$ cat config.mk
export PLATFORM = sky130hd
export DESIGN_NAME = lsu_align_unit
export DESIGN_NICKNAME = d
export VERILOG_FILES = /design/src/rtl/lsu_align_pkg.sv /design/src/rtl/lsu_lane_map.sv /design/src/rtl/lsu_load_extract.sv /design/src/rtl/lsu_store_replicate.sv /design/src/rtl/lsu_align_unit.sv
export SDC_FILE = /design/constraint.sdc
export NUM_CORES = 1
export LEC_CHECK = 0
export ABC_AREA = 1
export BUFFER_PORTS_ARGS = -buffer_cell sky130_fd_sc_hd__buf_4
export CAP_MARGIN = 0
export CORE_MARGIN = 1.5
export CORE_UTILIZATION = 54
export CTS_BUF_LIST = sky130_fd_sc_hd__clkbuf_8
export DETAILED_ROUTE_END_ITERATION = 16
export PLACE_DENSITY = 0.95
export SYNTH_ARGS = -nofsm -noshare
export SYNTH_HDL_FRONTEND = slang
export SYNTH_HIERARCHICAL = 1
export SYNTH_SLANG_ARGS = --single-unit
$ cat constraint.sdc
create_clock -name clk -period 4.3 [get_ports clk]
set_input_delay 0.43 -clock clk [delete_from_list [all_inputs] [get_ports clk]]
set_output_delay 0.43 -clock clk [all_outputs]
set_load 0.03 [all_outputs]
$ cat src/rtl/lsu_align_pkg.sv
`timescale 1ns/1ps
package lsu_align_pkg;

  // Access size codes on req_size_i; 2'b11 behaves as a word.
  typedef enum logic [1:0] {
    SZ_BYTE = 2'b00,
    SZ_HALF = 2'b01,
    SZ_WORD = 2'b10,
    SZ_WRD2 = 2'b11
  } acc_size_e;

endpackage

$ cat src/rtl/lsu_lane_map.sv
`timescale 1ns/1ps
// Maps an address offset, size and byte order onto physical byte lanes.
module lsu_lane_map
  import lsu_align_pkg::*;
#(
  parameter int NB = 4,
  parameter int AW = $clog2(NB)
) (
  input  acc_size_e         size_i,
  input  logic [AW-1:0]     addr_i,
  input  logic              big_endian_i,
  output logic              misalign_o,
  output logic [AW-1:0]     low_lane_o,
  output logic [NB-1:0]     lane_mask_o
);

  localparam logic [AW-1:0] TOP_LANE  = AW'(NB - 1);
  localparam logic [AW-1:0] HALF_TOP  = AW'(NB - 2);
  localparam logic [NB-1:0] ONE_LANE  = NB'(1);
  localparam logic [NB-1:0] TWO_LANES = NB'(3);

  always_comb begin
    misalign_o  = 1'b0;
    low_lane_o  = '0;
    lane_mask_o = '1;
    unique case (size_i)
      SZ_BYTE: begin
        low_lane_o  = big_endian_i ? (TOP_LANE - addr_i) : addr_i;
        lane_mask_o = ONE_LANE << low_lane_o;
      end
      SZ_HALF: begin
        misalign_o  = addr_i[0];
        low_lane_o  = big_endian_i ? (HALF_TOP - addr_i) : addr_i;
        lane_mask_o = TWO_LANES << low_lane_o;
      end
      default: begin
        misalign_o  = (addr_i != '0);
        low_lane_o  = '0;
        lane_mask_o = '1;
      end
    endcase
  end

endmodule

$ cat src/rtl/lsu_load_extract.sv
`timescale 1ns/1ps
// Shifts the selected field to bit 0 and extends it to full width.
module lsu_load_extract
  import lsu_align_pkg::*;
#(
  parameter int DW = 32,
  parameter int AW = $clog2(DW / 8)
) (
  input  logic [DW-1:0] rdata_i,
  input  acc_size_e     size_i,
  input  logic          unsigned_i,
  input  logic [AW-1:0] low_lane_i,
  output logic [DW-1:0] value_o
);

  localparam int SHW = AW + 3;

  logic [SHW-1:0] bit_shift;
  logic [DW-1:0]  shifted;
  logic           fill_b;
  logic           fill_h;

  assign bit_shift = {low_lane_i, 3'b000};
  assign shifted   = rdata_i >> bit_shift;
  assign fill_b    = ~unsigned_i & shifted[7];
  assign fill_h    = ~unsigned_i & shifted[15];

  always_comb begin
    unique case (size_i)
      SZ_BYTE: value_o = {{(DW-8){fill_b}}, shifted[7:0]};
      SZ_HALF: value_o = {{(DW-16){fill_h}}, shifted[15:0]};
      default: value_o = rdata_i;
    endcase
  end

endmodule

$ cat src/rtl/lsu_store_replicate.sv
`timescale 1ns/1ps
// Copies the low byte or halfword of the store value into every lane.
module lsu_store_replicate
  import lsu_align_pkg::*;
#(
  parameter int DW = 32
) (
  input  logic [DW-1:0] wdata_i,
  input  acc_size_e     size_i,
  output logic [DW-1:0] word_o
);

  localparam int NB = DW / 8;
  localparam int NH = DW / 16;

  logic [DW-1:0] byte_rep;
  logic [DW-1:0] half_rep;

  for (genvar g = 0; g < NB; g++) begin : g_byte_lane
    assign byte_rep[8*g +: 8] = wdata_i[7:0];
  end

  for (genvar h = 0; h < NH; h++) begin : g_half_lane
    assign half_rep[16*h +: 16] = wdata_i[15:0];
  end

  always_comb begin
    unique case (size_i)
      SZ_BYTE: word_o = byte_rep;
      SZ_HALF: word_o = half_rep;
      default: word_o = wdata_i;
    endcase
  end

endmodule

$ cat src/rtl/lsu_align_unit.sv
`timescale 1ns/1ps
// Load/store byte lane aligner with registered outputs.
module lsu_align_unit
  import lsu_align_pkg::*;
#(
  parameter int DW = 32,
  parameter int NB = DW / 8,
  parameter int AW = $clog2(NB)
) (
  input  logic          clk,
  input  logic          rst,
  input  logic          req_valid_i,
  input  logic          req_store_i,
  input  logic [1:0]    req_size_i,
  input  logic          req_unsigned_i,
  input  logic [AW-1:0] req_addr_lo_i,
  input  logic          big_endian_i,
  input  logic [DW-1:0] mem_rdata_i,
  input  logic [DW-1:0] reg_wdata_i,
  output logic [DW-1:0] ld_data_o,
  output logic          ld_err_o,
  output logic [DW-1:0] st_data_o,
  output logic [NB-1:0] st_strb_o,
  output logic          st_err_o
);

  acc_size_e     size;
  logic          misalign;
  logic [AW-1:0] low_lane;
  logic [NB-1:0] lane_mask;
  logic [DW-1:0] ld_value;
  logic [DW-1:0] st_word;
  logic          do_load;
  logic          do_store;

  assign size     = acc_size_e'(req_size_i);
  assign do_load  = req_valid_i & ~req_store_i;
  assign do_store = req_valid_i &  req_store_i;

  lsu_lane_map #(.NB(NB), .AW(AW)) u_map (
    .size_i       (size),
    .addr_i       (req_addr_lo_i),
    .big_endian_i (big_endian_i),
    .misalign_o   (misalign),
    .low_lane_o   (low_lane),
    .lane_mask_o  (lane_mask)
  );

  lsu_load_extract #(.DW(DW), .AW(AW)) u_ld (
    .rdata_i    (mem_rdata_i),
    .size_i     (size),
    .unsigned_i (req_unsigned_i),
    .low_lane_i (low_lane),
    .value_o    (ld_value)
  );

  lsu_store_replicate #(.DW(DW)) u_st (
    .wdata_i (reg_wdata_i),
    .size_i  (size),
    .word_o  (st_word)
  );

  always_ff @(posedge clk) begin
    if (rst) begin
      ld_data_o <= '0;
      ld_err_o  <= 1'b0;
      st_data_o <= '0;
      st_strb_o <= '0;
      st_err_o  <= 1'b0;
    end else begin
      ld_err_o  <= do_load & misalign;
      st_err_o  <= do_store & misalign;
      ld_data_o <= (do_load  & ~misalign) ? ld_value  : '0;
      st_data_o <= (do_store & ~misalign) ? st_word   : '0;
      st_strb_o <= (do_store & ~misalign) ? lane_mask : '0;
    end
  end

endmodule

# Word-level counts from Yosys, hierarchy flattened
# Cells that the tools add are included.
[totals]
regBits = 70
input_bits = 74
out_inout_bits = 70
elab_cells = 35
[classes]
addsub = 2
n_eq_ne = 1
shifts = 3
mux = 7
n_bitwise = 13
n_reduce_logical = 4
[ops]
columns = ["operator", "n"]
rows = [
  ["$pmux W32 S2", 2],
  ["$shr A32 B5 Y16", 1],
  ["$and A1 B1 Y1", 8],
  ["$pmux W4 S2", 1],
  ["$not A1 Y1", 5],
  ["$mux W2", 2],
  ["$pmux W2 S2", 1],
  ["$reduce_or A2 Y1", 2],
  ["$shl A1 B2 Y4 const A", 1],
  ["$shl A2 B2 Y4 const A", 1],
  ["$sub A2 B2 Y2 const A", 2],
  ["$eq A2 B1 Y1 const B", 1],
  ["$logic_not A2 Y1", 1],
  ["$pmux W1 S2", 1],
  ["$reduce_bool A2 Y1", 1],
]

# Logic depth before layout (Yosys ltp)
[logic_depth]
word_depth = 6
mapped_depth = 15
mapped_depth_nobuf = 13

# Hierarchy
# Netlist, hierarchy kept.
[by_module_without_submodules]
columns = ["mod", "n_inst", "cells_each", "area_each_um2", "seq_area_each_um2"]
rows = [
  ["lsu_align_unit", 1, 223, 2065.7, 1401.3],
  ["lsu_load_extract", 1, 174, 843.3, 0.0],
  ["lsu_store_replicate", 1, 87, 434.2, 0.0],
  ["lsu_lane_map", 1, 34, 185.2, 0.0],
]

# Worst setup path after synthesis
# Ideal clock, no wire load.
[synth_path]
kind = "input -> register"
from = "input port req_addr_lo_i[1]"
to = "register ld_data_o[21]"
setup_ns = 0.064
arrival_ns = 1.858
required_ns = 4.236
slack_ns = 2.378
cell_stages = 15
n_path_buf = 2
cell_sequence = "inv_1 > ha_1 > nand2_1 > nand3_2 > nand2_2 > buf_6 > inv_6 > nor2_8 > nand2_2 > nand2_2 > nand3_4 > buf_6 > nand3_1 > inv_1 > nor2_1"
[synth_between]
elab_chain_len = 6
word_cells_on_any_way = 15
cone_classes = "2 x add/sub; 1 x shift; 5 x mux; 5 x bitwise; 2 x reduce/logical"
[synth_rtl]
columns = ["element", "line_no", "source"]
rows = [
  ["start, declared", "lsu_align_unit.sv:16", "input logic [AW-1:0] req_addr_lo_i,"],
  ["$sub A2 B2 Y2, on equally long branches", "lsu_lane_map.sv:33, lsu_lane_map.sv:28", ""],
  ["$mux W2, on equally long branches", "lsu_lane_map.sv:33, lsu_lane_map.sv:28", ""],
  ["$pmux W2 S2 (*)", "lsu_lane_map.sv:26", "unique case (size_i)"],
  ["net low_lane[1]", "lsu_align_unit.sv:29", "logic [AW-1:0] low_lane;"],
  ["$shr A32 B5 Y16 (*)", "lsu_load_extract.sv:24", "assign shifted = rdata_i >> bit_shift;"],
  ["$and A1 B1 Y1, on equally long branches", "lsu_load_extract.sv:26, lsu_load_extract.sv:25", ""],
  ["$pmux W32 S2 (*)", "lsu_load_extract.sv:29", "unique case (size_i)"],
  ["net ld_value[21]", "lsu_align_unit.sv:31", "logic [DW-1:0] ld_value;"],
  ["end signal, assigned", "lsu_align_unit.sv:73", "ld_data_o <= (do_load & ~misalign) ? ld_value : '0;"],
  ["end, declared", "lsu_align_unit.sv:20", "output logic [DW-1:0] ld_data_o,"],
]
# Mark *: on every way through the listed nets, which the timed path passes. The rest lies on a longest branch.
# A chain may end at the register's enable or synchronous reset.

# Final worst setup path
[layout_path]
from = "input port req_size_i[1]"
to = "register ld_data_o[12]"
[layout_between]
word_cells_on_any_way = 11
cone_classes = "1 x eq/ne; 1 x shift; 3 x mux; 4 x bitwise; 2 x reduce/logical"
[layout_lines]
columns = ["element", "line_no", "source"]
rows = [
  ["start, declared", "lsu_align_unit.sv:14", "input logic [1:0] req_size_i,"],
  ["$eq A2 B1 Y1 or $logic_not A2 Y1 (tied branches)", "lsu_lane_map.sv:26", ""],
  ["$pmux W2 S2 (*)", "lsu_lane_map.sv:26", ""],
  ["net low_lane[0]", "lsu_align_unit.sv:29", ""],
  ["$shr A32 B5 Y16 (*)", "lsu_load_extract.sv:24", ""],
  ["$and A1 B1 Y1", "lsu_load_extract.sv:25", "assign fill_b = ~unsigned_i & shifted[7];"],
  ["$pmux W32 S2 (*)", "lsu_load_extract.sv:29", ""],
  ["net ld_value[12]", "lsu_align_unit.sv:31", ""],
]
# Marks and branches as above.

==> metrics.md <==
| Metric | Value |
|---|---|
| RD Place Congestion | `0.898` |
| Synth area leader | `dfxtp_1` |
| DRT antenna net count | `0` |
| Area of the mapped netlist | `3530 um^2` |
| Sequential power share | `between 40% and 50%` |
| Final Hold Fails | `0` |
| Psw | `0.439 mW` |
| Static leakage | `2.60 nW` |
| WL final | `between 9 and 10 mm` |
| Die width | `~84 um` |
| Placement Setup Slack | `~1300 ps` |
| Post-CTS Hold Buffers | `0` |
| Layout cells sized above 1 | `between 30% and 40%` |
| Clock sink total | `70` |
| N_diodes | `0` |
| Sum of negative setup slack | `0 ps` |
| Post-CTS Setup Inserts | `0` |
| Post-synth top area share | `39.7%` |
| Core area | `~6300 um^2` |
| Comb pwr share | `18.4%` |
| Syn Nets | `about 590` |
| Most frequent cell after synthesis | `nand2_1` |
| Largest net degree at the start of global routing | `58` |
| Main area contributors after synthesis | `dfxtp_1, nand2_1, nor2_1` |
| Final WS setup | `1590 ps` |
| Setup crit end | `ld_data_o[12]$_SDFF_PP0_` |
| Max IR drop VDD | `approximately 0.00029 V` |
| GR Util All Layers | `26.9%` |
| Initial antenna violation count | `0` |
| CTS tree | `built` |
| Area growth from synthesis to layout | `32.7%` |
| First-pass GRT wire length | `15.3 mm` |
| IO Pins | `~140` |
| Detailed placement HPWL | `between 6 and 7 mm` |
| Die height | `83.8 um` |
| Htree depth | `3` |
| Endpoint type of the worst setup path | `flop` |
| Final period util | `63.1%` |
| Mean Syn Cell Area | `between 6 and 7 um^2` |
| Clock share of power | `40.5%` |
| Outcome | `finished clean` |
| Layout Nets | `716` |
| Buffers added on ports | `approximately 140` |
| Layout Cells excl Fill | `723` |
| Vias in the first global route | `approximately 3400` |
| Top cells by count, synth | `nand2_1, nor2_1, inv_1` |
| Max Fclk | `between 300 and 400 MHz` |
| Arr. time, crit path | `2980 ps` |
| Setup crit start kind | `primary input` |
| Final setup viols | `0` |
| FFs w/ async S/R, synth | `0%` |
| Max Buffers Root-to-Sink | `2` |
| Gates resized, CTS repair | `0` |
| Root buf cell | `clkbuf_8` |
| Int Pwr | `~1.2 mW` |
| Switch share | `between 20% and 30%` |
| Kind of critical path | `in2reg` |
| Starting DRT DRC Count | `292` |
| Power Dens Cells | `345 nW/um^2` |
| Clock slew at reported path FFs | `80 ps` |
| Grt ovf | `0` |
| Die ar. | `7030 um^2` |
| Seq/Total Area, Yosys | `39.7%` |
| Placed insts | `just over 700` |
| Yosys warns | `6` |
| Req. time, crit path | `roughly 4600 ps` |
| Cell row count | `29` |
| RSZ-0062 raised after global routing | `false` |
| CP Launch Point | `req_size_i[1]` |
| Synthesized instance count | `between 500 and 600` |
| Maxcap violations | `0` |
| CTS Buf Count | `9` |
| Crit-path max FO | `57` |
| Routed vias | `3630` |
| Number of synthesized flops with an enable pin | `0` |
| Ys flop type | `dfxtp_1` |
| Max Slew Vio Count | `0` |
| Via density | `around 5.0` |
| DR WL/cell | `13.1 um` |
| Final critical-path required period | `2710 ps` |
| Worst slew pin tran | `approximately 1100 ps` |
| DR DRC count | `0` |
| Starting Density | `55.9%` |
| Max-slew headroom at the worst pin | `roughly 25%` |
| Unique cell type count in the Yosys netlist | `27` |
| Hold Path Class | `in2reg` |
| DR pass1 iterations | `5` |
| Synthesized flop and latch total | `70` |
[cell families (layout without fill, tap and decap cells)]
logic type / Yosys count / after routing / synth area share, %
AOI/OAI and AO/OA: 41 / 41 / 5.96
and+or+nand+nor: 290 / 290 / 37.2
adders and majority gates: 1 / 1 / 0.355
buffers and inverters: 116 / 244 / 16.8
DFF: 70 / 70 / 39.7
[how the worst min path moves through the flow]
stage               start             endpoint  slack [ps]  cells past startpoint
finish                rst  st_err_o$_SDFF_PP0_         280                      2
global route          rst  st_err_o$_SDFF_PP0_         270                      2
CTS                   rst  st_err_o$_SDFF_PP0_         270                      2
detailed placement    rst  st_err_o$_SDFF_PP0_         630                      2
global placement      rst  ld_err_o$_SDFF_PP0_         630                      2
floorplan             rst  ld_err_o$_SDFF_PP0_         500                      1
[registers in the layout, summed over array words and instances, names as in the netlist]
| register | count |
|---|---|
| ld_err_o | 1 |
| st_data_o | 32 |
| st_strb_o | 4 |
| ld_data_o | 32 |
| st_err_o | 1 |
[metal layers]
layer,GRT usage (%),share of wire [%],vias up
li1,-,-,1799
met1,30.4,37,1609
met2,47.7,51,193
met3,6.23,8.8,29
met4,12.5,2.9,0
met5,0,0,-
[per-stage QoR]
step | power, mW | area (um^2) | util [%] | hold slack [ps]
2_1_floorplan | 0.875 | 3530 | - | 502
3_3_place_gp | 0.963 | 4440 | 70.3 | 627
3_5_place_dp | 0.972 | 4440 | 70.3 | 631
4_1_cts | 1.62 | 4680 | 74.2 | 269
5_1_grt | 1.68 | 4680 | 74.2 | 271
6_report | 1.62 | 4680 | 74.2 | 281
[power groups by stage]
stage / sequential [mW] / combinational, mW / clock [mW]
floorplan: 0.707 / 0.168 / 0
detailed placement: 0.680 / 0.292 / 0
CTS: 0.665 / 0.295 / 0.663
global placement: 0.680 / 0.284 / 0
finish: 0.665 / 0.297 / 0.654
global route: 0.666 / 0.328 / 0.686
[layout make-up]
class	count	area [um^2]
fill	492	1630
multi-input combinational	332	1540
sequential	70	1400
timing repair buffer	143	1070
inverter	85	329
clock buffer	10	138
clock inverter	6	110
tap	77	96.3
[critical path, cell delays in order]
cell and delay (ps):
buf_4 290, inv_2 150, nand2_2 90, o21ai_2 870, inv_4 220, nand2_1 130
nand3_1 80, nand2_2 100, nand3_4 230, nand3_1 170, inv_1 50, nor2_1 110
[layout by cell type (no fill, tap or decap), drive strengths merged]
master,n
buf,143
a21oi,1
clkinvlp,1
nand2,137
clkbuf,10
nand4,1
clkinv,1
nand3,58
nor2,94
o21ai,39
ha,1
dfxtp,70
o22ai,1
inv,86
bufinv,3
(Power assumes the default switching activity.)
